File: src/rtl/rstgen_pkg.sv
package rstgen_pkg;

  localparam int CAUSE_W = 7;
  localparam int CTRL_W  = 2;

  // cause register bit positions (software decodes these)
  localparam int CB_POR      = 0;
  localparam int CB_SW_COLD  = 1;
  localparam int CB_EMU_COLD = 2;
  localparam int CB_SW_WARM  = 3;
  localparam int CB_WDT      = 4;
  localparam int CB_EXT      = 5;
  localparam int CB_EMU_WARM = 6;

  typedef enum logic [1:0] {
    SEQ_IDLE = 2'd0,
    SEQ_WARM = 2'd1,
    SEQ_COLD = 2'd2
  } seq_state_e;

  // hold window actually used: never below 16 cycles
  function automatic int hold_cycles(input int requested);
    return (requested < 16) ? 16 : requested;
  endfunction

endpackage

File: src/rtl/rstgen_sync.sv
module rstgen_sync #(
  parameter int STAGES = 2
) (
  input  logic clk_i,
  input  logic arst_n_i,
  output logic sync_n_o
);
  logic [STAGES-1:0] chain_q;

  always_ff @(posedge clk_i or negedge arst_n_i) begin
    if (!arst_n_i) chain_q <= '0;
    else           chain_q <= {chain_q[STAGES-2:0], 1'b1};
  end

  assign sync_n_o = chain_q[STAGES-1];
endmodule

File: src/rtl/rstgen_arb.sv
module rstgen_arb
  import rstgen_pkg::*;
(
  input  logic [1:0]         cold_vec_i,  // {emu, sw}
  input  logic [3:0]         warm_vec_i,  // {emu, ext, wdt, sw}
  output logic               cold_req_o,
  output logic               warm_req_o,
  output logic [CAUSE_W-1:0] set_cause_o
);
  logic [3:0] warm_kept;

  assign cold_req_o = |cold_vec_i;
  assign warm_req_o = |warm_vec_i;
  // cold wins: warm causes of the same cycle are not recorded
  assign warm_kept  = warm_vec_i & {4{~cold_req_o}};

  always_comb begin
    set_cause_o              = '0;
    set_cause_o[CB_SW_COLD]  = cold_vec_i[0];
    set_cause_o[CB_EMU_COLD] = cold_vec_i[1];
    set_cause_o[CB_SW_WARM]  = warm_kept[0];
    set_cause_o[CB_WDT]      = warm_kept[1];
    set_cause_o[CB_EXT]      = warm_kept[2];
    set_cause_o[CB_EMU_WARM] = warm_kept[3];
  end
endmodule

File: src/rtl/rstgen_seq.sv
module rstgen_seq
  import rstgen_pkg::*;
#(
  parameter int HOLD_CYC = 16
) (
  input  logic clk_i,
  input  logic rst_n_i,
  input  logic cold_req_i,
  input  logic warm_req_i,
  output logic func_n_o,
  output logic pwron_n_o
);
  localparam int HOLD_EFF = hold_cycles(HOLD_CYC);
  localparam int CNT_W    = $clog2(HOLD_EFF);
  localparam logic [CNT_W-1:0] CNT_LAST = CNT_W'(HOLD_EFF - 1);

  seq_state_e       state_q;
  logic [CNT_W-1:0] cnt_q;

  always_ff @(posedge clk_i or negedge rst_n_i) begin
    if (!rst_n_i) begin
      state_q <= SEQ_COLD;
      cnt_q   <= '0;
    end else if (cold_req_i) begin
      state_q <= SEQ_COLD;
      cnt_q   <= '0;
    end else if (warm_req_i && state_q != SEQ_COLD) begin
      state_q <= SEQ_WARM;
      cnt_q   <= '0;
    end else if (state_q != SEQ_IDLE) begin
      if (cnt_q == CNT_LAST) begin
        state_q <= SEQ_IDLE;
        cnt_q   <= '0;
      end else begin
        cnt_q <= cnt_q + 1'b1;
      end
    end
  end

  assign func_n_o  = (state_q == SEQ_IDLE);
  assign pwron_n_o = (state_q != SEQ_COLD);
endmodule

File: src/rtl/rstgen_regs.sv
module rstgen_regs
  import rstgen_pkg::*;
(
  input  logic               clk_i,
  input  logic               rst_n_i,
  input  logic               ctrl_wr_i,
  input  logic               addr_i,
  input  logic [CTRL_W-1:0]  wdata_i,
  input  logic [CAUSE_W-1:0] set_cause_i,
  output logic [CTRL_W-1:0]  ctrl_o,
  output logic [CAUSE_W-1:0] status_o,
  output logic [CAUSE_W-1:0] rdata_o
);
  logic [CTRL_W-1:0]  ctrl_q;
  logic [CAUSE_W-1:0] status_q;

  // request bits live one cycle: the sequence starts on the next edge
  always_ff @(posedge clk_i or negedge rst_n_i) begin
    if (!rst_n_i)       ctrl_q <= '0;
    else if (ctrl_wr_i) ctrl_q <= wdata_i;
    else                ctrl_q <= '0;
  end

  always_ff @(posedge clk_i or negedge rst_n_i) begin
    if (!rst_n_i) status_q <= CAUSE_W'(1) << CB_POR;
    else          status_q <= status_q | set_cause_i;
  end

  assign ctrl_o   = ctrl_q;
  assign status_o = status_q;
  assign rdata_o  = addr_i ? status_q : CAUSE_W'(ctrl_q);
endmodule

File: src/rtl/rstgen_top.sv
module rstgen_top
  import rstgen_pkg::*;
#(
  parameter int HOLD_CYC    = 16,
  parameter int SYNC_STAGES = 2
) (
  input  logic               clk_i,
  input  logic               por_n_i,
  input  logic               ext_warm_n_i,
  input  logic               wdt_expire_i,
  input  logic               emu_cold_i,
  input  logic               emu_warm_i,
  input  logic               reg_wr_i,
  input  logic               reg_addr_i,
  input  logic [CTRL_W-1:0]  reg_wdata_i,
  output logic [CAUSE_W-1:0] reg_rdata_o,
  output logic               func_rst_n_o,
  output logic               pwron_rst_n_o
);
  logic               por_sync_n;
  logic               ext_arst_n;
  logic               ext_sync_n;
  logic [CTRL_W-1:0]  ctrl_q;
  logic               ctrl_wr;
  logic               cold_req;
  logic               warm_req;
  logic [CAUSE_W-1:0] set_cause;
  logic [CAUSE_W-1:0] status_q;
  logic               func_q;
  logic               pwron_q;

  rstgen_sync #(.STAGES(SYNC_STAGES)) por_sync_i (
    .clk_i(clk_i), .arst_n_i(por_n_i), .sync_n_o(por_sync_n)
  );

  assign ext_arst_n = ext_warm_n_i & por_n_i;

  rstgen_sync #(.STAGES(SYNC_STAGES)) ext_sync_i (
    .clk_i(clk_i), .arst_n_i(ext_arst_n), .sync_n_o(ext_sync_n)
  );

  assign ctrl_wr = reg_wr_i & ~reg_addr_i;

  rstgen_arb arb_i (
    .cold_vec_i  ({emu_cold_i, ctrl_q[1]}),
    .warm_vec_i  ({emu_warm_i, ~ext_sync_n, wdt_expire_i, ctrl_q[0]}),
    .cold_req_o  (cold_req),
    .warm_req_o  (warm_req),
    .set_cause_o (set_cause)
  );

  rstgen_seq #(.HOLD_CYC(HOLD_CYC)) seq_i (
    .clk_i      (clk_i),
    .rst_n_i    (por_sync_n),
    .cold_req_i (cold_req),
    .warm_req_i (warm_req),
    .func_n_o   (func_q),
    .pwron_n_o  (pwron_q)
  );

  rstgen_regs regs_i (
    .clk_i       (clk_i),
    .rst_n_i     (por_sync_n),
    .ctrl_wr_i   (ctrl_wr),
    .addr_i      (reg_addr_i),
    .wdata_i     (reg_wdata_i),
    .set_cause_i (set_cause),
    .ctrl_o      (ctrl_q),
    .status_o    (status_q),
    .rdata_o     (reg_rdata_o)
  );

  // the external pin reaches the functional output without waiting a clock
  assign func_rst_n_o  = func_q & ext_sync_n;
  assign pwron_rst_n_o = pwron_q;
endmodule

File: config.mk
export PLATFORM = sky130hd
export DESIGN_NAME = rstgen_top
export DESIGN_NICKNAME = d
export VERILOG_FILES = /design/src/rtl/rstgen_pkg.sv /design/src/rtl/rstgen_sync.sv /design/src/rtl/rstgen_arb.sv /design/src/rtl/rstgen_seq.sv /design/src/rtl/rstgen_regs.sv /design/src/rtl/rstgen_top.sv
export SDC_FILE = /design/constraint.sdc
export NUM_CORES = 1
export LEC_CHECK = 0
export ABC_AREA = 0
export BUFFER_PORTS_ARGS = -buffer_cell sky130_fd_sc_hd__buf_4
export CAP_MARGIN = 20
export CELL_PAD_IN_SITES_DETAIL_PLACEMENT = 0
export CELL_PAD_IN_SITES_GLOBAL_PLACEMENT = 1
export CORE_AREA = 2 2 52 54
export DETAILED_ROUTE_END_ITERATION = 6
export DIE_AREA = 0 0 54 56
export HOLD_SLACK_MARGIN = 0.05
export PLACE_DENSITY_LB_ADDON = 0.08
export SYNTH_ARGS = -nofsm -noshare
export SYNTH_HDL_FRONTEND = slang
export SYNTH_SLANG_ARGS = --single-unit
File: constraint.sdc
create_clock -name clk_i -period 2.8 [get_ports clk_i]
set_input_delay 0.28 -clock clk_i [delete_from_list [all_inputs] [get_ports clk_i]]
set_output_delay 0.28 -clock clk_i [all_outputs]
set_load 0.05 [all_outputs]
* Word-level counts from Yosys, hierarchy flattened
Index checks and enable logic that the tools add are counted.
** Word-level totals
- Word-level logic and storage cells :: 35
- Flip-flop bits (word level) :: 19
** Cells by class
- Mux-type cells :: 10
- Reduce and logical (&&, ||, !) cells :: 8
- Bitwise operators :: 8
- Add/subtract/negate cells :: 1
- Equality and inequality tests :: 2
** Operator list (count)
- $mux 4 :: 4
- $mux 2 :: 5
- $mux 7 :: 1
- $or 7x7->7 :: 1
- $reduce_bool 3->1 :: 2
- $add 4x1->4 const B :: 1
- $and 4x4->4 :: 1
- $eq 4x4->1 const B :: 1
- $reduce_or 4->1 :: 1
- $and 1x1->1 :: 3
- $not 1->1 :: 3
- $logic_not 2->1 :: 1
- $ne 2x2->1 const B :: 1
- $reduce_and 2->1 :: 1
- $reduce_bool 2->1 :: 1
- $reduce_or 2->1 :: 1
- $logic_and 1x1->1 :: 1

* Depth between registers and ports, before layout
Gate-level depths: netlist (run 1).
- Depth after elaboration :: 5
- Gate-level depth with buffers :: 6
- Depth with buffers taken out :: 5

* Cells and area by module
Synthesis (run 1) repeated with hierarchy kept, for this count alone.
** Second synthesis, totals
- Cells, all modules :: 83
- Area, all modules :: 890.9 µm²
** Modules (own cells, without submodules)
- rstgen_seq :: sequential area each 151.4 µm², area each 346.6 µm², cells an instance 38, instances 1
- rstgen_regs :: sequential area each 226.5 µm², area each 336.6 µm², cells an instance 25, instances 1
- rstgen_sync :: sequential area each 50.0 µm², area each 53.8 µm², cells an instance 3, instances 2
- rstgen_arb :: sequential area each 0.0 µm², area each 70.1 µm², cells an instance 10, instances 1
- rstgen_top :: sequential area each 0.0 µm², area each 30.0 µm², cells an instance 4, instances 1

* Worst setup path before layout (run 1)
OpenSTA, ideal clock, no wires.
- Path type :: reg-to-reg
- Start :: register seq_i.state_q[1]
- End :: register seq_i.cnt_q[2]
- Library setup time :: 78 ps
- Path buffers :: 0
- Cell stages (with the launch flop) :: 6
- Slack :: 1305 ps
- Arrival time :: 1418 ps
- Clock period less this slack :: 1495 ps
- Data required time :: 2722 ps
- Cell sequence :: dfstp_2 nor2b_1 inv_1 a21oi_1 o21ai_0 a21oi_1
** On the way
- Cells in the longest elaborated chain, start to end :: 4
** RTL lines
- from (decl) :: line rstgen_seq.sv:17 : seq_state_e state_q;
- from (signal assigned) :: line rstgen_seq.sv:22 : state_q <= SEQ_COLD;
- from (signal assigned) :: line rstgen_seq.sv:25 : state_q <= SEQ_COLD;
- from (signal assigned) :: line rstgen_seq.sv:28 : state_q <= SEQ_WARM;
- $ne 2x2->1 (*)
- named net pwron_rst_n_o :: line rstgen_top.sv:18 : output logic pwron_rst_n_o
- $logic_and 1x1->1 (*) :: line rstgen_seq.sv:27 : end else if (warm_req_i && state_q != SEQ_COLD) begin
- $mux 4 :: line rstgen_seq.sv:27
- $mux 4 :: line rstgen_seq.sv:24 : end else if (cold_req_i) begin
- to (signal assigned) :: line rstgen_seq.sv:35 : cnt_q <= cnt_q + 1'b1;
- to (decl) :: line rstgen_seq.sv:18 : logic [CNT_W-1:0] cnt_q;
The timed path passes the listed nets; every way through them passes the cells marked *.
A chain may end at the register's enable or synchronous reset.

* Worst setup path in the final report (run 1)
- Start :: register seq_i.state_q[1]
- End :: output pwron_rst_n_o
** On the way
- Cells in the longest elaborated chain, start to end :: 1
** RTL lines
- $ne 2x2->1 :: line rstgen_seq.sv:41 : assign pwron_n_o = (state_q != SEQ_COLD);
- to (decl) :: line rstgen_top.sv:18
Every way passes these cells.

==> results of run 1 <==
==> cell type report <==
type / instances / area, sq um / area share
clock buffers: 4 / 36.3 / 0.0345
repair buffers: 20 / 155 / 0.147
inverters: 1 / 3.75 / 0.00357
multi-input cells: 53 / 368 / 0.350
well taps: 30 / 37.5 / 0.0357
flip-flops and latches: 18 / 452 / 0.429
==> report_power, final <==
part           switching [W]  internal, W
registers         0.00000999     0.000269
clock network      0.0000832    0.0000792
logic              0.0000430    0.0000325
total               0.000136     0.000380
==> how the worst max path moves through the flow <==
stage / endpoint / slack [ns] / start / depth (start not counted)
detailed placement: seq_i.cnt_q[2] / 1.21 / emu_warm_i / 5
finish: pwron_rst_n_o / 1.02 / seq_i.state_q[1] / 3
global placement: seq_i.cnt_q[2] / 1.24 / seq_i.state_q[1] / 4
floorplan: seq_i.cnt_q[2] / 1.30 / seq_i.state_q[1] / 5
CTS: pwron_rst_n_o / 1.0 / seq_i.state_q[1] / 3
global route: pwron_rst_n_o / 0.92 / seq_i.state_q[1] / 3
==> repair_timing <==
| action | in CTS | in global routing |
|---|---|---|
| endpoints found under the hold margin | 4 | 0 |
| setup buffers | 0 | 0 |
| hold buffers | 2 | 0 |
==> per-layer routing <==
| metal | vias to the layer above | share of wire | track usage |
|---|---|---|---|
| met2 | 8 | 0.45 | 0.171 |
| met3 | 2 | 0.035 | 0.0457 |
| met5 | - | 0 | 0 |
| met4 | 0 | 0.016 | 0.0643 |
| met1 | 296 | 0.49 | 0.164 |
| li1 | 298 | - | - |
==> cell usage after synthesis, drive strengths merged <==
| cell | instances | area, sq um |
|---|---|---|
| or4b | 1 | 13.8 |
| ha | 1 | 12.5 |
| o21ai | 2 | 10.0 |
| dfrtp | 17 | 425 |
| nor2 | 2 | 7.51 |
| nand2 | 2 | 7.51 |
| buf | 1 | 5.00 |
| a31o | 1 | 8.76 |
| o21bai | 1 | 7.51 |
| mux2 | 1 | 11.3 |
| xnor2 | 1 | 8.76 |
| a31oi | 1 | 6.26 |
| a211oi | 1 | 7.51 |
| nor4b | 2 | 30.0 |
| or2b | 1 | 7.51 |
| a21oi | 7 | 35.0 |
| nor2b | 1 | 6.26 |
| dfstp | 1 | 26.3 |
| inv | 1 | 3.75 |
| a21o | 4 | 31.3 |
| and2 | 8 | 50.1 |
| conb | 1 | 3.75 |
| and3b | 2 | 17.5 |
| nand3b | 3 | 22.5 |
| nor3 | 2 | 15.0 |
| clkbuf | 1 | 3.75 |
| or2 | 4 | 25.0 |
| nand3 | 2 | 10.0 |
| or3b | 1 | 8.76 |
==> worst max-delay path, delay by kind of cell, from the launching register on <==
kind                   cells  cell delay, ns
DFF                        1            0.62
and+or+nand+nor            1            0.29
buffers and inverters      2            0.30
==> flip-flops by register name, indices dropped and copies added (netlist names) <==
register and count:
seq_i.state_q 2, ext_sync_i.chain_q 2, regs_i.ctrl_o 2, por_sync_i.chain_q 2, regs_i.status_o 6, seq_i.cnt_q 4
==> metrics by stage <==
step | total power [W] | utilization | instance area [sq um] | hold WS [ns] | setup WS, ns
finish | 0.000517 | 0.433 | 1050 | 0.189 | 1.02
global route | 0.000545 | 0.433 | 1050 | 0.165 | 0.919
global placement | 0.000358 | 0.409 | 996 | 0.0670 | 1.24
floorplan | 0.000328 | - | 832 | -0.0156 | 1.30
CTS | 0.000523 | 0.433 | 1050 | 0.183 | 0.998
detailed placement | 0.000359 | 0.409 | 996 | 0.0680 | 1.21
==> cell families after synthesis <==
group,count (synthesis)
AOI/OAI and AO/OA,17
xor gates and xnor gates,1
adders and majority gates,1
buffers and inverters,3
DFF,18
muxes,1
other,1
and+or+nand+nor,31
==> results.cfg, run 1 <==
[run_status]
status = complete, no violations

[layout]
antennaDiodeCount = 0
layout_commonest_cell = buf_4
layout_common_cells = buf_4, dfrtp_1, and2_1, a21oi_1, or2_2
layout-drive-gt1-share = 0.354
finalNonFillerCells = 126
syn2layout_area_growth_pct = 27.0
nFillCells = 240
nNetsFinal = 108

[setup_path]
cp.arrival_ns = 1.50
cp_slowest_cell = dfstp_2
cp-end-kind = primary output
rrSetupSlack_ns = 1.26
reg2reg_from = regs_i.ctrl_o[0]
worstPathCellList = nor2b_1 > inv_1 > buf_4
path_class = flop to primary output
critPathMaxFanout = 8
start_kind = flop
worst_r2r_endpoint = seq_i.cnt_q[2]
required_ns = 2.52
max_stage_delay_ns = 0.62
ff2ff_path_depth = 4

[cts]
clockBufferDepth = 2
root_buffer = clkbuf_4
cts_resized = 0
cts_sinks = 18
htreeDepth = 1
clk_pin_slew_ns = 0.11
clock_latency_ns = 0.29
cts_tree = done
cts_buffers = 3

[global_route]
gr-usage-all-layers = 0.123
antenna_found_initial = 0
grt-ovfl-total = 0
grt_max_degree = 15
grt_pass1_wl_microns = 2690
grt_pass1_vias = 606

[timing]
maxSlewViolCount = 0
final-hold-violation-count = 0
tns_ns = 0
period_share = 0.636
tightest_slew_ns = 0.603
finalSetupViolCount = 0
skew_ns = 0.00509
fmax_mhz = 562
max_slew_margin = 0.598
finalCriticalPeriod_ns = 1.78
rsz0062_at_grt = no

[routing]
wl_per_cell_microns = 12.5
ant_nets = 0
dr.first_iter.drc_count = 2
drc = 0
first_pass_iters = 3
viasPerCell = 4.79
routed_wl_microns = 1580
vias = 604

[yosys]
seq_area_frac_synth = 0.545
synth_compound_area_frac = 0.128
synth_area_sq_um = 828
synth_seq_cells = 18
ys_warn_count = 0
netlist_instances = 73
synth_cell_types = 31
synth_xor_area_frac = 0.0106
synth_top_family_by_area = simple AND/OR/NAND/NOR gates
synthAdderAreaFrac = 0.0151
synth_mux_area_frac = 0.0136
synth-simple-area-share = 0.267
avgSynthCellArea_sq_um = 11.3

[floorplanning]
die_h_microns = 56
dieArea_sq_um = 3020
initial_utilization = 0.341
core_sq_um = 2430
io_pins = 19
rows = 18
die_w_microns = 54

[worst_hold_path]
hp-start = emu_cold_i
holdPathStages = 2
hold_end = regs_i.status_o[2]
hold_path_class = primary input to flop

[power]
vdd_drop_max_mv = 0.242
p_per_area_nw_per_um2 = 491
p_leak_nw = 0.464

[place]
port_buffers = 18
place_congestion = 0.744
dp_cells = 120
dpl.hpwl_microns = 1200

[job]
drv_cap = 0
Power figures use the tool's default switching activity.
==> run 2: changes to the inputs <==
==> constraint.sdc (replaced) <==
create_clock -name clk_i -period 1.45 [get_ports clk_i]
set_input_delay 0.145 -clock clk_i [delete_from_list [all_inputs] [get_ports clk_i]]
set_output_delay 0.145 -clock clk_i [all_outputs]
set_load 0.05 [all_outputs]
==> run 2 against run 1 <==
- global-route usage is 1.8 points higher
- worst hold slack got worse by 0.096 ns
- die area did not move
- critical endpoint is now seq_i.cnt_q[3]
- non-clock buffer count rose by 15
==> results.cfg, run 2 (synthesized netlist as in run 1, its figures left out) <==
[place]
dpl.hpwl_microns = 1380
place_congestion = 0.780
port_buffers = 18
dpl_cell_area_sq_um = 1070

[layout]
seqCellArea_sq_um = 453
final_area_sq_um = 1250
layout_common_cells = buf_4, dfrtp_1, and2_1, a21oi_1
largest_reg_flops = 6
layout-drive-gt1-share = 0.477
antennaDiodeCount = 0
multiInputGateArea_sq_um = 398
nNetsFinal = 123
final_util = 0.512
syn2layout_area_growth_pct = 50.5
layout_commonest_cell = buf_4
nFillCells = 220

[run_status]
status = complete, no violations

[power]
p_int_w = 0.000701
vdd_drop_max_mv = 0.581
switching_share = 0.270
p_per_area_nw_per_um2 = 771
power_frac_comb = 0.173
pwr-share-clk = 0.268
p_leak_nw = 0.553
power.switching_w = 0.000259
seq_power_share = 0.559

[floorplanning]
die_w_microns = 54
rows = 18
core_sq_um = 2430
io_pins = 19
die_h_microns = 56
initial_utilization = 0.341
dieArea_sq_um = 3020

[setup_path]
required_ns = 1.66
start_kind = flop
ff2ff_path_depth = 4
reg2reg_from = regs_i.ctrl_o[0]
path_class = flop to flop
cp.arrival_ns = 1.64
path_delay_family = simple AND/OR/NAND/NOR gates
worst_r2r_endpoint = seq_i.cnt_q[3]
cp-end-kind = flop
critPathMaxFanout = 4
rrSetupSlack_ns = 0.01
path_buf_inv = 0
worstPathCellList = or4b_4 > nor3_4 > a211oi_1 > nor3_1
cp_slowest_cell = or4b_4
max_stage_delay_ns = 0.54

[routing]
ant_nets = 0
wl_per_cell_microns = 13.5
viasPerCell = 4.65
vias = 656
first_pass_iters = 2
drc = 0
dr.first_iter.drc_count = 2
routed_wl_microns = 1910

[global_route]
grt-ovfl-total = 0
antenna_found_initial = 0
grt_pass1_wl_microns = 3130
grt_pass1_vias = 696
gr-usage-all-layers = 0.141
grt_max_degree = 15

[cts]
cts_buffers = 3
root_buffer = clkbuf_4
cts_tree = done
cts_sinks = 18
clock_latency_ns = 0.28
htreeDepth = 1
clk_pin_slew_ns = 0.10
clockBufferDepth = 2

[timing]
period_share = 0.991
final-hold-violation-count = 0
skew_ns = 0.00199
whs_ns = 0.0930
maxSlewViolCount = 0
finalSetupViolCount = 0
fmax_mhz = 696
rsz0062_at_grt = yes
finalCriticalPeriod_ns = 1.44
tightest_slew_ns = 0.580
max_slew_margin = 0.613

[job]
drv_cap = 0

[worst_hold_path]
holdPathStages = 2
hp-start = wdt_expire_i
hold_path_class = primary input to flop
hold_end = regs_i.status_o[4]
-- run 2: changes by cell type in the layout (fill, tap and decap cells not counted), sizes merged --
cell	before	now
buf	18	32
dlygate4sd3	2	3
-- run 2: cell type report --
class / instances / area share
well taps: 30 / 0.0301
flip-flops and latches: 18 / 0.363
clock buffers: 4 / 0.0211
inverters: 1 / 0.00502
multi-input cells: 53 / 0.319
repair buffers: 35 / 0.261
-- run 2: worst reg2reg max path, stage by stage (launching register included) --
cell and delay, ns:
dfrtp_1 0.41, or4b_4 0.54, nor3_4 0.17, a211oi_1 0.07, nor3_1 0.17
-- run 2: power groups by stage --
| stage | sequential, W | clock [W] | combinational [W] |
|---|---|---|---|
| after detailed placement | 0.000548 | 0 | 0.000153 |
| final | 0.000537 | 0.000257 | 0.000166 |
| after global routing | 0.000542 | 0.000304 | 0.000179 |
| after global placement | 0.000548 | 0 | 0.000154 |
| after CTS | 0.000538 | 0.000270 | 0.000162 |
| after floorplan | 0.000543 | 0 | 0.0000904 |
-- run 2: worst max path at each step --
stage               depth (start not counted)              from  slack, ns              to
floorplan                                   4  seq_i.state_q[1]       0.02  seq_i.cnt_q[2]
global placement                            4  regs_i.ctrl_o[0]       0.04  seq_i.cnt_q[1]
detailed placement                          4  regs_i.ctrl_o[0]      0.006  seq_i.cnt_q[1]
CTS                                         4  regs_i.ctrl_o[0]     -0.005  seq_i.cnt_q[3]
global route                                4  regs_i.ctrl_o[0]      -0.07  seq_i.cnt_q[3]
finish                                      4  regs_i.ctrl_o[0]       0.01  seq_i.cnt_q[3]
-- run 2: stage by stage --
step	worst slack [ns]	setup TNS, ns	cells	power, W
after floorplan	0.0215	0	74	0.000633
final	0.0136	0	141	0.000960
after global routing	-0.0673	-0.287	141	0.00102
after global placement	0.0356	0	128	0.000701
after detailed placement	0.00586	0	128	0.000701
after CTS	-0.00470	-0.00470	137	0.000970
-- run 2: timing repair --
action,CTS,global route
pin swaps,4,2
endpoints found under the setup margin,4,8
hold buffers,2,1
gates cloned,0,0
buffers inserted,3,3
gates resized for setup,12,8
endpoints found under the hold margin,4,1
-- run 2: routing by layer --
layer / track usage / up-vias / share of wire
met2: 0.220 / 10 / 0.54
met5: 0 / - / 0
met1: 0.189 / 314 / 0.43
li1: - / 330 / -
met3: 0.0188 / 2 / 0.024
met4: 0.0643 / 0 / 0.0068
==> run 3: changes to the inputs <==
--- a/config.mk
+++ b/config.mk
@@ -15,6 +15,7 @@
 export DIE_AREA = 0 0 54 56
 export HOLD_SLACK_MARGIN = 0.05
 export PLACE_DENSITY_LB_ADDON = 0.08
+export RECOVER_POWER = 50
 export SYNTH_ARGS = -nofsm -noshare
 export SYNTH_HDL_FRONTEND = slang
 export SYNTH_SLANG_ARGS = --single-unit
==> run 3 against run 2 <==
- combinational power about the same
- largest power group unchanged
- clock skew unchanged
- sequential cell count unchanged
- critical path depth unchanged
- clock power about the same
- setup slack unchanged
- count of clock-buffer cells in the layout unchanged
- critical path type unchanged
- sequential power about the same
- global-route usage unchanged
- register-to-register slack about the same
- non-clock buffer count unchanged
- sequential share of layout area up 0.22 points
- critical endpoint unchanged
==> results.cfg, run 3 (synthesized netlist as in run 1, its figures left out) <==
[setup_path]
max_stage_delay_ns = 0.54
worstPathCellList = or4b_4 > nor3_4 > a211oi_1 > nor3_1
setup.worst_path.start = regs_i.ctrl_o[0]
ff2ff_path_depth = 4
cp_slowest_cell = or4b_4
required_ns = 1.66
cp.arrival_ns = 1.64
rrSetupSlack_ns = 0.01
start_kind = flop
path_class = flop to flop
path_delay_family = simple AND/OR/NAND/NOR gates
reg2reg_from = regs_i.ctrl_o[0]
worst_r2r_endpoint = seq_i.cnt_q[3]
path_buf_inv = 0
cp-end-kind = flop
critPathMaxFanout = 4

[power]
p_per_area_nw_per_um2 = 773
vdd_drop_max_mv = 0.581
p_total_w = 0.000958
p_leak_nw = 0.545

[timing]
maxSlewViolCount = 0
period_share = 0.991
tightest_slew_ns = 0.580
rsz0062_at_grt = yes
whs_ns = 0.0930
skew_ns = 0.00199
max_slew_margin = 0.613
finalCriticalPeriod_ns = 1.44
setup_ws_ns = 0.0136
finalSetupViolCount = 0
fmax_mhz = 696
final-hold-violation-count = 0

[cts]
clock_latency_ns = 0.28
clk_pin_slew_ns = 0.10
cts_sinks = 18
clockBufferDepth = 2
root_buffer = clkbuf_4
htreeDepth = 1
cts_buffers = 3
cts_tree = done

[worst_hold_path]
hp-start = wdt_expire_i
hold_end = regs_i.status_o[4]
holdPathStages = 2
hold_path_class = primary input to flop

[floorplanning]
io_pins = 19
initial_utilization = 0.341
rows = 18
die_h_microns = 56
dieArea_sq_um = 3020
core_sq_um = 2430
die_w_microns = 54

[routing]
viasPerCell = 4.65
ant_nets = 0
dr.first_iter.drc_count = 2
first_pass_iters = 2
vias = 656
drc = 0
wl_per_cell_microns = 13.6
routed_wl_microns = 1910

[layout]
seqCellArea_sq_um = 453
nNetsFinal = 123
layout-drive-gt1-share = 0.459
largest_reg_flops = 6
nFillCells = 221
antennaDiodeCount = 0
layout_common_cells = buf_4, dfrtp_1, a21oi_1, and2_1
multiInputGateArea_sq_um = 398
finalNonFillerCells = 141
layout_commonest_cell = buf_4
syn2layout_area_growth_pct = 49.5

[place]
place_ws_ns = 0.00586
place_congestion = 0.780
dpl.hpwl_microns = 1380
dp_cells = 128
port_buffers = 18

[global_route]
gr-max-usage-layer = met2
use_met1 = 0.189
antenna_found_initial = 0
grt_max_degree = 15
use_met3 = 0.0188
gr-usage-all-layers = 0.141
met2_usage = 0.220
grt_pass1_wl_microns = 3130
grt_pass1_vias = 696
grt-ovfl-total = 0

[run_status]
status = complete, no violations

[job]
drv_cap = 0
==> run 3: how the worst max path moves through the flow <==
| stage | slack [ns] | endpoint | cells after the start |
|---|---|---|---|
| final | 0.01 | seq_i.cnt_q[3] | 4 |
| after detailed placement | 0.006 | seq_i.cnt_q[1] | 4 |
| after global placement | 0.04 | seq_i.cnt_q[1] | 4 |
| after floorplan | 0.02 | seq_i.cnt_q[2] | 4 |
| after CTS | -0.005 | seq_i.cnt_q[3] | 4 |
| after global routing | -0.07 | seq_i.cnt_q[3] | 4 |
==> run 3: layout make-up <==
class | instances | share of cell area
inverter | 1 | 0.00505
multi-input combinational | 53 | 0.321
timing repair buffer | 35 | 0.257
clock buffer | 4 | 0.0212
tap | 30 | 0.0303
sequential | 18 | 0.366
==> run 3: per-layer routing <==
layer  share of wire  vias up
li1                -      330
met1            0.43      314
met2            0.54       10
met3           0.024        2
met4          0.0068        0
met5               0        -
==> run 3: worst reg2reg max path, delay by kind of cell, from the launching register on <==
kind	cells	cell delay [ns]
flops	1	0.41
compound gates	1	0.07
simple gates	3	0.88
==> run 3: where the power goes <==
group / switching [W] / internal (W) / total [W]
Sequential: 0.0000183 / 0.000519 / 0.000537
Combinational: 0.0000904 / 0.0000729 / 0.000163
Clock: 0.000150 / 0.000107 / 0.000257
Total: 0.000259 / 0.000698 / 0.000958
==> run 3: what timing repair did <==
action	4_1_cts	5_1_grt
cloned	0	0
hold buffers	2	1
buffers inserted	3	3
hold endpoints to repair	4	1
endpoints found under the setup margin	4	8
resized for setup	12	8
pin swaps	4	2
==> run 3: through the flow <==
stage	utilization	instance area, sq um	TNS (ns)
2_1_floorplan	-	832	0
3_3_place_gp	0.439	1070	0
3_5_place_dp	0.439	1070	0
4_1_cts	0.487	1180	-0.00470
5_1_grt	0.509	1240	-0.287
6_report	0.509	1240	0
